$ cat src/rtl/env_gen_pkg.sv
package env_gen_pkg;

  localparam int LVL_W  = 11;
  localparam int RAW_W  = 13;
  localparam int RATE_W = 5;
  localparam int MASK_W = 12;
  localparam logic [LVL_W-1:0] LVL_MAX = '1;

  typedef logic signed [RAW_W-1:0] raw_t;

  typedef enum logic [1:0] {
    ENV_RELEASE = 2'd0,
    ENV_ATTACK  = 2'd1,
    ENV_DECAY   = 2'd2,
    ENV_SUSTAIN = 2'd3
  } env_mode_t;

  // zero-extend a level into the signed working width
  function automatic raw_t widen(input logic [LVL_W-1:0] v);
    return $signed({{(RAW_W-LVL_W){1'b0}}, v});
  endfunction

  // exponential fall: one count, then 1/256 of what is left
  function automatic raw_t exp_fall(input logic [LVL_W-1:0] lvl);
    raw_t t;
    t = widen(lvl) - raw_t'(1);
    return t - (t >>> 8);
  endfunction

  function automatic logic [LVL_W-1:0] clamp_level(input raw_t v);
    if (v < 0) return '0;
    if (v > widen(LVL_MAX)) return LVL_MAX;
    return v[LVL_W-1:0];
  endfunction

  // mask applied to the selected counter; zero result means commit
  function automatic logic [MASK_W-1:0] rate_mask(input logic [RATE_W-1:0] r);
    logic [MASK_W:0] one;
    int sh;
    if (r == RATE_W'(30)) return MASK_W'(1);
    sh  = MASK_W - int'(r) / 3;
    one = (MASK_W+1)'(1) << sh;
    return MASK_W'(one - (MASK_W+1)'(1));
  endfunction

  // which counter (1: base 3, 2: base 4, 3: base 5) serves a rate
  function automatic logic [1:0] rate_bank(input logic [RATE_W-1:0] r);
    if (r == RATE_W'(30)) return 2'd2;
    case (int'(r) % 3)
      1:       return 2'd2;
      2:       return 2'd1;
      default: return 2'd3;
    endcase
  endfunction

endpackage

$ cat src/rtl/env_rate_bank.sv
module env_rate_bank
  import env_gen_pkg::*;
#(
  parameter int CNT_W = 16
) (
  input  logic              clk,
  input  logic              rst,
  input  logic              stb,
  input  logic [RATE_W-1:0] rate,
  output logic              tick
);

  localparam int NUM_CNT = 3;

  logic [NUM_CNT:1][CNT_W-1:0] nxt_all;
  logic [CNT_W-1:0]            sel;
  logic [CNT_W-1:0]            msk;

  for (genvar g = 1; g <= NUM_CNT; g++) begin : g_cnt
    localparam logic [CNT_W-1:0] INIT  = (g == 1) ? CNT_W'(0) :
                                         (g == 2) ? ({CNT_W{1'b1}} << 5) : CNT_W'(11);
    localparam logic [CNT_W-1:0] EXTRA = CNT_W'(6 - g);
    logic [CNT_W-1:0] q;

    assign nxt_all[g] = q - CNT_W'(1) - ((q[2:0] == 3'd0) ? EXTRA : CNT_W'(0));

    always_ff @(posedge clk) begin
      if (rst)      q <= INIT;
      else if (stb) q <= nxt_all[g];
    end
  end

  always_comb begin
    case (rate_bank(rate))
      2'd1:    sel = nxt_all[1];
      2'd2:    sel = nxt_all[2];
      default: sel = nxt_all[3];
    endcase
  end

  assign msk  = {{(CNT_W-MASK_W){1'b0}}, rate_mask(rate)};
  assign tick = (rate == '1) | ((rate != '0) & ((sel & msk) == '0));

endmodule

$ cat src/rtl/env_key_seq.sv
module env_key_seq #(
  parameter int START_DLY = 5
) (
  input  logic clk,
  input  logic rst,
  input  logic stb,
  input  logic key_on,
  input  logic key_off,
  output logic take_on,
  output logic take_off,
  output logic in_delay,
  output logic run_env
);

  localparam int DLY_W = $clog2(START_DLY + 1);

  logic             odd_q;
  logic             on_pend;
  logic             off_pend;
  logic [DLY_W-1:0] dly_q;
  logic [DLY_W-1:0] dly_dec;
  logic             sample_keys;

  assign sample_keys = stb & ~odd_q;
  assign take_on     = sample_keys & (on_pend | key_on);
  assign take_off    = sample_keys & (off_pend | key_off);
  assign in_delay    = (dly_q != '0);
  assign dly_dec     = in_delay ? dly_q - DLY_W'(1) : '0;
  assign run_env     = stb & ~take_on & (dly_dec == '0);

  always_ff @(posedge clk) begin
    if (rst) begin
      odd_q    <= 1'b1;
      on_pend  <= 1'b0;
      off_pend <= 1'b0;
      dly_q    <= '0;
    end else begin
      if (stb) odd_q <= ~odd_q;
      if (sample_keys) begin
        on_pend  <= 1'b0;
        off_pend <= 1'b0;
      end else begin
        on_pend  <= on_pend | key_on;
        off_pend <= off_pend | key_off;
      end
      if (take_on)  dly_q <= DLY_W'(START_DLY);
      else if (stb) dly_q <= dly_dec;
    end
  end

endmodule

$ cat src/rtl/env_level_calc.sv
module env_level_calc
  import env_gen_pkg::*;
(
  input  env_mode_t         mode,
  input  logic [LVL_W-1:0]  lvl,
  input  raw_t              hid,
  input  logic [7:0]        adsr1,
  input  logic [7:0]        adsr2,
  input  logic [7:0]        gain,
  output logic [RATE_W-1:0] rate,
  output env_mode_t         nxt_mode,
  output raw_t              hid_nxt,
  output logic              gated,
  output logic [LVL_W-1:0]  lvl_res
);

  localparam raw_t STEP_LIN  = raw_t'(32);
  localparam raw_t STEP_FAST = raw_t'(1024);
  localparam raw_t STEP_REL  = raw_t'(8);
  localparam raw_t STEP_BENT = raw_t'(8);
  localparam raw_t BEND_AT   = raw_t'(1536);

  raw_t       raw;
  logic [2:0] slvl;
  logic       adsr_en;

  assign adsr_en = adsr1[7];

  always_comb begin
    rate     = '0;
    raw      = widen(lvl);
    nxt_mode = mode;
    hid_nxt  = hid;
    gated    = 1'b0;
    slvl     = adsr2[7:5];
    if (mode == ENV_RELEASE) begin
      raw = widen(lvl) - STEP_REL;
    end else if (adsr_en && mode == ENV_SUSTAIN) begin
      raw     = exp_fall(lvl);
      rate    = adsr2[4:0];
      hid_nxt = raw;
      gated   = 1'b1;
    end else begin
      if (adsr_en) begin
        if (mode == ENV_DECAY) begin
          raw  = exp_fall(lvl);
          rate = {1'b1, adsr1[6:4], 1'b0};
        end else begin
          rate = {adsr1[3:0], 1'b1};
          raw  = widen(lvl) + ((rate == '1) ? STEP_FAST : STEP_LIN);
        end
      end else begin
        slvl = gain[7:5];
        if (!gain[7]) begin
          raw  = $signed({2'b00, gain[6:0], 4'b0000});
          rate = '1;
        end else begin
          rate = gain[4:0];
          case (gain[6:5])
            2'd0:    raw = widen(lvl) - STEP_LIN;
            2'd1:    raw = exp_fall(lvl);
            2'd2:    raw = widen(lvl) + STEP_LIN;
            default: raw = widen(lvl) + (((hid < 0) || (hid >= BEND_AT)) ? STEP_BENT : STEP_LIN);
          endcase
        end
      end
      if (mode == ENV_DECAY && (raw >>> 8) == $signed({10'd0, slvl}))
        nxt_mode = ENV_SUSTAIN;
      if (mode == ENV_ATTACK && (raw < 0 || raw > widen(LVL_MAX)))
        nxt_mode = ENV_DECAY;
      hid_nxt = raw;
      gated   = 1'b1;
    end
    lvl_res = clamp_level(raw);
  end

endmodule

$ cat src/rtl/env_generator.sv
module env_generator
  import env_gen_pkg::*;
#(
  parameter int CNT_W     = 16,
  parameter int START_DLY = 5
) (
  input  logic             clk,
  input  logic             rst,
  input  logic             smp_stb,
  input  logic [7:0]       cfg_adsr1,
  input  logic [7:0]       cfg_adsr2,
  input  logic [7:0]       cfg_gain,
  input  logic             key_on,
  input  logic             key_off,
  input  logic             soft_rst,
  input  logic             smp_end,
  output logic [LVL_W-1:0] env_level,
  output logic [1:0]       env_mode,
  output logic [7:0]       env_hi
);

  env_mode_t         mode_q, mode_k, nxt_mode;
  logic [LVL_W-1:0]  lvl_q, lvl_k, lvl_b, lvl_res;
  raw_t              hid_q, hid_b, hid_nxt;
  logic [RATE_W-1:0] rate;
  logic              tick, gated, commit, kill;
  logic              take_on, take_off, in_delay, run_env;

  env_key_seq #(.START_DLY(START_DLY)) u_keys (
    .clk(clk), .rst(rst), .stb(smp_stb), .key_on(key_on), .key_off(key_off),
    .take_on(take_on), .take_off(take_off), .in_delay(in_delay), .run_env(run_env)
  );

  env_rate_bank #(.CNT_W(CNT_W)) u_rates (
    .clk(clk), .rst(rst), .stb(smp_stb), .rate(rate), .tick(tick)
  );

  assign kill  = soft_rst | smp_end;
  assign lvl_b = in_delay ? '0 : lvl_q;
  assign hid_b = in_delay ? '0 : hid_q;

  always_comb begin
    mode_k = mode_q;
    lvl_k  = lvl_b;
    if (kill) begin
      mode_k = ENV_RELEASE;
      lvl_k  = '0;
    end
    if (take_off) mode_k = ENV_RELEASE;
    if (take_on) begin
      mode_k = ENV_ATTACK;
      lvl_k  = '0;
    end
  end

  env_level_calc u_calc (
    .mode(mode_k), .lvl(lvl_k), .hid(hid_b),
    .adsr1(cfg_adsr1), .adsr2(cfg_adsr2), .gain(cfg_gain),
    .rate(rate), .nxt_mode(nxt_mode), .hid_nxt(hid_nxt),
    .gated(gated), .lvl_res(lvl_res)
  );

  assign commit = ~gated | tick;

  always_ff @(posedge clk) begin
    if (rst) begin
      mode_q <= ENV_RELEASE;
      lvl_q  <= '0;
      hid_q  <= '0;
    end else if (smp_stb) begin
      mode_q <= run_env ? nxt_mode : mode_k;
      hid_q  <= run_env ? hid_nxt : (take_on ? raw_t'(0) : hid_b);
      lvl_q  <= (run_env && commit) ? lvl_res : lvl_k;
    end
  end

  assign env_level = lvl_q;
  assign env_mode  = mode_q;
  assign env_hi    = {1'b0, lvl_q[LVL_W-1:4]};

endmodule

$ cat config.mk
export PLATFORM = sky130hd
export DESIGN_NAME = env_generator
export DESIGN_NICKNAME = d
export VERILOG_FILES = /design/src/rtl/env_gen_pkg.sv /design/src/rtl/env_rate_bank.sv /design/src/rtl/env_key_seq.sv /design/src/rtl/env_level_calc.sv /design/src/rtl/env_generator.sv
export SDC_FILE = /design/constraint.sdc
export NUM_CORES = 1
export LEC_CHECK = 0
export BUFFER_PORTS_ARGS = -buffer_cell sky130_fd_sc_hd__buf_2
export CAP_MARGIN = 25
export CORE_AREA = 4 4 191 147
export CTS_CLUSTER_SIZE = 24
export DETAILED_ROUTE_END_ITERATION = 8
export DIE_AREA = 0 0 195 151
export GPL_TIMING_DRIVEN = 0
export SKIP_CTS_REPAIR_TIMING = 1
export SYNTH_ARGS = -nofsm -noshare
export SYNTH_HDL_FRONTEND = slang
export SYNTH_HIERARCHICAL = 1
export SYNTH_SLANG_ARGS = --single-unit
$ cat constraint.sdc
create_clock -name clk -period 24 [get_ports clk]
set_clock_uncertainty 0.2 [all_clocks]
set_input_delay 2.4 -clock clk [delete_from_list [all_inputs] [get_ports clk]]
set_output_delay 2.4 -clock clk [all_outputs]
set_load 0.05 [all_outputs]
==> results.toml, run 1 <==
[run_status]
status = "completed"

[setup_path]
cp_max_fo = 10
critical-path-top-cell-by-count = "ha_1"
max_stage_delay_ns = 0.46
start_kind = "primary input"
worstPathArrival_ns = 11.44
critPathRequiredTime_ns = 24.08
end_kind = "flip-flop"
worst-setup-path-type = "primary input to flip-flop"
cp_slowest_cell = "nor2b_2"

[sta]
rsz0062_at_grt = "false"
finalHoldViolCount = 0
min_period_ns = 11.36
finalCritPeriodShare_pct = 47.33
finalSetupViolations = 0
worst_pin_slew_ns = 0.7652
fmax_mhz = 88.03
relSlewSlack_pct = 48.34
drv_slew = 0
setup_tns_ns = 0

[place]
dp_cells = 1410
hpwl_mm = 19.05
io_buffers = 50
gp_congestion = 1.031
placed_area_um2 = 8045

[detailed_routing]
drc = 0
drt-vias-per-instance = 5.528
wl_mm = 24.32
vias = 7883
dr.pass1.iters = 6
postRouteAntennaNets = 0
wl_per_cell_um = 17.06
drt_iter0_drc = 943

[layout]
stdcell_count = 1426
multi_input_area_um2 = 5560
drive_gt1_share_pct = 13.77
final_cell_area_um2 = 8323
postLayoutCoreUtil_pct = 31.51
n_antenna_cell = 0
final_cell_mix = "nor2_1, nand2_1, a21oi_1, buf_2, dfxtp_1"
final_nets = 1142
area_growth_pct = 13.15
final_common_cell = "nor2_1"
regArea_um2 = 1181
nFillCells = 2861

[power_and_ir_drop]
power_uw = 432.1
p_per_area_nw_per_um2 = 51.92
p_leak_uw = 0.003373
vdd_ir_drop_max_mv = 0.04797

[run]
drv_cap = 0

[grt]
antenna_found_initial = 1
overflow = 0
grt_pass1_vias = 7127
grt_usage_pct = 16.05
grt_max_degree = 14
grt_first_pass_wirelength_mm = 38.69

[yosys]
avgSynthCellArea_um2 = 7.290
syn_area_um2 = 7356
synth_fp_nets = 1081
synthCells = 1009
yosys_warnings = 6

[clocking]
cts_tree = "yes"
clk_pin_slew_ns = 0.06
clock-sinks = 59
cts_buffers = 9
cts-htree-levels = 3
cts_buffer_depth = 2
insertion_delay_ns = 0.33
cts-root-buf = "clkbuf_16"

[die]
std_cell_rows = 52
die-area_um2 = 29450
core_um2 = 26420
io_pins = 52
die_h_um = 151
initial_core_util_pct = 27.85
die_x_um = 195

[worst_hold_path]
hold_path.class = "flip-flop to flip-flop"
[area by class of cell]
type / count / share of cell area, %
inverters: 45 / 2.029
clock inverters: 7 / 0.6314
repair buffers: 50 / 3.007
flip-flops and latches: 59 / 14.19
plain buffers: 79 / 5.352
well taps: 351 / 5.277
clock buffers: 9 / 2.706
multi-input cells: 826 / 66.81
[power breakdown]
group / switching, uW / internal (uW) / total [uW]
Sequential: 11.2 / 106 / 118
Clock: 50.8 / 70.3 / 121
Combinational: 118 / 75.0 / 193
[worst paths after layout]
check | slack (ns) | depth (start not counted) | startpoint | to
max | 12.64 | 45 | smp_stb | env_level[4]
min | 0.27 | 1 | hid_q[12] | hid_q[12]
max reg2reg | 14.59 | 44 | u_keys/odd_q | env_level[4]
min reg2reg | 0.27 | 1 | hid_q[12] | hid_q[12]
[layer usage]
metal,routed length [um],vias to the layer above,GRT usage (%)
li1,-,3815,-
met1,12010,3684,24.86
met2,9868,344,23.25
met3,2032,38,2.579
met4,399,2,3.175
met5,13,-,0
[state kept, by name (all words and copies together), names as in the netlist]
register         flops
u_rates/g_cnt.q     36
env_mode             2
u_keys/dly_q         3
env_level           11
u_keys/on_pend       1
hid_q                4
u_keys/odd_q         1
u_keys/off_pend      1
[stage by stage]
stage,hold WS (ns),setup slack [ns]
2_1_floorplan,0.2345,14.25
3_3_place_gp,0.2526,12.46
3_5_place_dp,0.2507,12.45
4_1_cts,0.2692,12.73
5_1_grt,0.2933,11.60
6_report,0.2717,12.64
[worst max-delay path, delay by kind of cell]
kind / cells / cell delay (ns)
buffers and inverters: 12 / 2.14
AO/OA/AOI/OAI: 12 / 2.80
adder cells (fa/ha/maj): 5 / 1.20
AND/OR/NAND/NOR: 16 / 2.91
No activity file was read; power rests on OpenSTA's default activity.
==> inputs of run 2 (changes only) <==
Clock period 24 ns to 9.34 ns, I/O delays scaled along.
==> results.toml, run 2 (synthesis gave the netlist of run 1 again) <==
[place]
dp_cells = 1410
placed_area_um2 = 8045
hpwl_mm = 19.05
gp_congestion = 1.031
io_buffers = 50

[die]
io_pins = 52
initial_core_util_pct = 27.85
core_um2 = 26420
die_h_um = 151
die_x_um = 195
std_cell_rows = 52
die-area_um2 = 29450

[layout]
area_growth_pct = 15.14
multi_input_area_um2 = 5644
drive_gt1_share_pct = 16.03
final_cell_mix = "nor2_1, nand2_1, a21oi_1, buf_2, dfxtp_1"
n_antenna_cell = 0
postLayoutCoreUtil_pct = 32.06
nFillCells = 2846
stdcell_count = 1430
regArea_um2 = 1181
final_common_cell = "nor2_1"
final_cell_area_um2 = 8469
largest_register_ff_count = 36
top_register = "u_rates/g_cnt.q"
final_nets = 1146

[setup_path]
rr_endpoint = "env_level[3]"
crit_cells = 40
critical-path-top-cell-by-count = "inv_1"
end_kind = "flip-flop"
start_kind = "primary input"
path_delay_family = "simple AND/OR/NAND/NOR gates"
ff2ff_path_depth = 39
cp_slowest_cell = "or4_2"
worst-setup-path-type = "primary input to flip-flop"
critPathRequiredTime_ns = 9.36
worstPathArrival_ns = 8.85
cp_max_fo = 10
r2r_slack_ns = 1.00
crit_end = "env_level[3]"
critPathLaunch = "smp_stb"
path_buf_inv = 8
max_stage_delay_ns = 0.66
r2r-start = "u_keys/odd_q"

[grt]
grt_max_degree = 14
grt_usage_pct = 16.05
grt_first_pass_wirelength_mm = 38.69
antenna_found_initial = 1
grt_pass1_vias = 7127
overflow = 0

[clocking]
cts_tree = "yes"
insertion_delay_ns = 0.33
cts-root-buf = "clkbuf_16"
cts_buffers = 9
cts_buffer_depth = 2
cts-htree-levels = 3
clk_pin_slew_ns = 0.06
clock-sinks = 59

[run_status]
status = "completed"

[sta]
worst_pin_slew_ns = 0.7397
min_period_ns = 8.830
finalHoldViolCount = 0
finalSetupViolations = 0
finalCritPeriodShare_pct = 94.54
setup_tns_ns = 0
relSlewSlack_pct = 50.50
fmax_mhz = 113.2
hold_ws_ns = 0.2715
drv_slew = 0

[detailed_routing]
wl_mm = 24.43
dr.pass1.iters = 6
wl_per_cell_um = 17.08
vias = 7927
postRouteAntennaNets = 0
drt-vias-per-instance = 5.543
drt_iter0_drc = 882
drc = 0

[power_and_ir_drop]
vdd_ir_drop_max_mv = 0.1228
p_leak_uw = 0.003436
p_per_area_nw_per_um2 = 132.9

[run]
drv_cap = 0

[worst_hold_path]
hold_depth = 1
hold_path.class = "flip-flop to flip-flop"
## run 2: cell types whose count changed in the layout (fill, tap and decap cells not counted), moves of 2 or more
| cell | delta |
|---|---|
| buf_6 | +2 |
| nor2_1 | -2 |
| o21ai_0 | -3 |
| clkbuf_2 | +3 |
| o21ai_1 | +3 |
| ha_1 | -3 |
| buf_4 | +8 |
| clkbuf_1 | -7 |
| ha_2 | +2 |
## run 2: area by class of cell
| type | count | area share (%) |
|---|---|---|
| timing repair buffer | 57 | 3.575 |
| tap | 351 | 5.185 |
| sequential | 59 | 13.95 |
| clock inverter | 7 | 0.6205 |
| clock buffer | 9 | 2.659 |
| inverter | 45 | 1.994 |
| multi-input combinational | 826 | 66.64 |
| buffer | 76 | 5.377 |
## run 2: routing by layer
metal	track usage (%)	wire [um]
met3	2.579	2133
met1	24.86	11940
met4	3.175	439
met5	0	13
met2	23.25	9905
## run 2: worst min-delay path by stage
stage | end | slack, ns | start
final | hid_q[12] | 0.27 | hid_q[12]
after global placement | hid_q[12] | 0.25 | hid_q[12]
after floorplan | hid_q[12] | 0.23 | hid_q[12]
after detailed placement | hid_q[11] | 0.25 | hid_q[11]
after CTS | hid_q[12] | 0.27 | hid_q[12]
after global routing | hid_q[10] | 0.29 | hid_q[10]
## run 2: where the power goes
group          leakage (uW)  switching (uW)  internal (uW)
combinational       0.00283             310            202
sequential         0.000481            28.8            274
clock              0.000124             130            181
## run 2: metrics by stage
stage          power (uW)  setup slack [ns]
2_1_floorplan       667.6             1.053
3_3_place_gp        784.4           -0.7312
3_5_place_dp        787.5           -0.7393
4_1_cts              1105           -0.4603
5_1_grt              1191         -0.008122
6_report             1125            0.5099
## run 2: worst register-to-register path, delay by kind of cell, from the launching register on
family,cells,cell delay (ns)
AO/OA/AOI/OAI,14,2.91
flip-flops,1,0.34
adder cells (fa/ha/maj),4,0.99
buffers and inverters,7,0.85
AND/OR/NAND/NOR,14,2.94
==> inputs of run 3 (changes only) <==
--- a/config.mk
+++ b/config.mk
@@ -9,7 +9,8 @@
 export CAP_MARGIN = 25
-export CORE_AREA = 4 4 191 147
+export CORE_AREA = 4 4 149 115
 export CTS_CLUSTER_SIZE = 24
 export DETAILED_ROUTE_END_ITERATION = 8
-export DIE_AREA = 0 0 195 151
+export DIE_AREA = 0 0 153 119
 export GPL_TIMING_DRIVEN = 0
+export PLACE_DENSITY = 0.67
 export SKIP_CTS_REPAIR_TIMING = 1
==> constraint.sdc (replaced) <==
create_clock -name clk -period 8.65 [get_ports clk]
set_clock_uncertainty 0.2 [all_clocks]
set_input_delay 1.2975 -clock clk [delete_from_list [all_inputs] [get_ports clk]]
set_output_delay 1.2975 -clock clk [all_outputs]
set_load 0.05 [all_outputs]
==> results.toml, run 3 (synthesis gave the netlist of run 1 again) <==
[power_and_ir_drop]
power_uw = 1243
power_frac_comb_pct = 47.8
internal_power_uw = 743.6
switchingPower_uw = 499.8
p_per_area_nw_per_um2 = 143.3
clkPwrFrac_pct = 26.0
vdd_ir_drop_max_mv = 0.1025
p_leak_uw = 0.003605
pwr-share-seq_pct = 26.2
swShare_pct = 40.20

[layout]
final_nets = 1169
final_cell_mix = "nor2_1, nand2_1, a21oi_1, buf_2, dfxtp_1"
n_antenna_cell = 0
largest_register_ff_count = 36
top_register = "u_rates/g_cnt.q"
area_growth_pct = 17.96
final_common_cell = "nor2_1"
drive_gt1_share_pct = 20.69
postLayoutCoreUtil_pct = 55.22

[sta]
finalHoldViolCount = 0
fin_ws_ns = 0.1833
relSlewSlack_pct = 53.52
min_period_ns = 8.467
worst_pin_slew_ns = 0.6946
finalSetupViolations = 0
finalCritPeriodShare_pct = 97.88
drv_slew = 0
fmax_mhz = 118.1

[clocking]
clk_pin_slew_ns = 0.05
cts_buffers = 9
cts_tree = "yes"
cts-htree-levels = 3
cts-root-buf = "clkbuf_16"
cts_buffer_depth = 2
clock-sinks = 59
insertion_delay_ns = 0.32

[run]
drv_cap = 0

[grt]
antenna_found_initial = 0
overflow = 0
grt_first_pass_wirelength_mm = 37.29
grt_pass1_vias = 7093
grt_max_degree = 14
grt_usage_pct = 24.61

[die]
die_x_um = 153
die_h_um = 119
die-area_um2 = 18210
initial_core_util_pct = 46.81
std_cell_rows = 40
io_pins = 52
core_um2 = 15720

[place]
gp_congestion = 0.9990
dpl_worst_slack_ns = -1.800
io_buffers = 50
hpwl_mm = 17.80

[detailed_routing]
drt_iter0_drc = 988
wl_per_cell_um = 18.33
dr.pass1.iters = 6
vias = 8090
drt-vias-per-instance = 6.166
wl_mm = 24.06
postRouteAntennaNets = 0
drc = 0

[setup_path]
max_stage_delay_ns = 0.51
end_kind = "flip-flop"
worst-setup-path-type = "primary input to flip-flop"
critical-path-top-cell-by-count = "o21ai_2"
cp_slowest_cell = "or4_4"
worstPathArrival_ns = 8.48
cp_max_fo = 10
critPathRequiredTime_ns = 8.66
start_kind = "primary input"

[run_status]
status = "completed"

[worst_hold_path]
hold_path.class = "flip-flop to flip-flop"
[run 3: power by group through the flow]
stage	logic (uW)	registers [uW]	clock network (uW)
4_1_cts	521	325	329
3_5_place_dp	516	330	0
2_1_floorplan	393	328	0
5_1_grt	643	329	339
6_report	595	326	323
3_3_place_gp	514	330	0
[run 3: per-stage QoR]
step	TNS, ns	cell area, um2	hold slack [ns]	std cells
2_1_floorplan	0	7357	0.2345	1009
3_3_place_gp	-19.28	7870	0.2516	1269
3_5_place_dp	-19.06	7870	0.2525	1269
4_1_cts	-15.87	8143	0.2712	1285
5_1_grt	-0.6228	8677	0.2979	1312
6_report	0	8677	0.2725	1312
[run 3: path summary, 6_finish.rpt]
| path | start | endpoint | slack [ns] | cells past startpoint |
|---|---|---|---|---|
| max reg2reg | u_keys/odd_q | env_level[7] | 0.94 | 38 |
| min | hid_q[11] | hid_q[11] | 0.27 | 1 |
| min reg2reg | hid_q[11] | hid_q[11] | 0.27 | 1 |
| max | smp_stb | env_level[7] | 0.18 | 40 |
[run 3: layer usage]
metal  global-route usage [%]  vias up  routed length [um]
met5                        0        -                  58
met4                    4.285        2                 233
met3                    6.974       25                2713
met2                    32.29      399                9175
met1                    39.25     3795               11870
li1                         -     3869                   -
[run 3: area by class of cell]
| class | instances | area (um2) |
|---|---|---|
| Buffer | 75 | 473.0 |
| Inverter | 45 | 171.4 |
| Clock inverter | 4 | 26.28 |
| Tap cell | 210 | 262.8 |
| Sequential cell | 59 | 1181 |
| Fill cell | 1549 | 7038 |
| Clock buffer | 12 | 246.5 |
| Timing Repair Buffer | 81 | 496.7 |
| Multi-Input combinational cell | 826 | 5819 |
[run 3: critical path: cells and delay by family]
| kind | cells | cell delay (ns) |
|---|---|---|
| and+or+nand+nor | 12 | 2.28 |
| adders and majority gates | 4 | 0.78 |
| AOI/OAI and AO/OA | 14 | 3.01 |
| buffers and inverters | 10 | 1.09 |
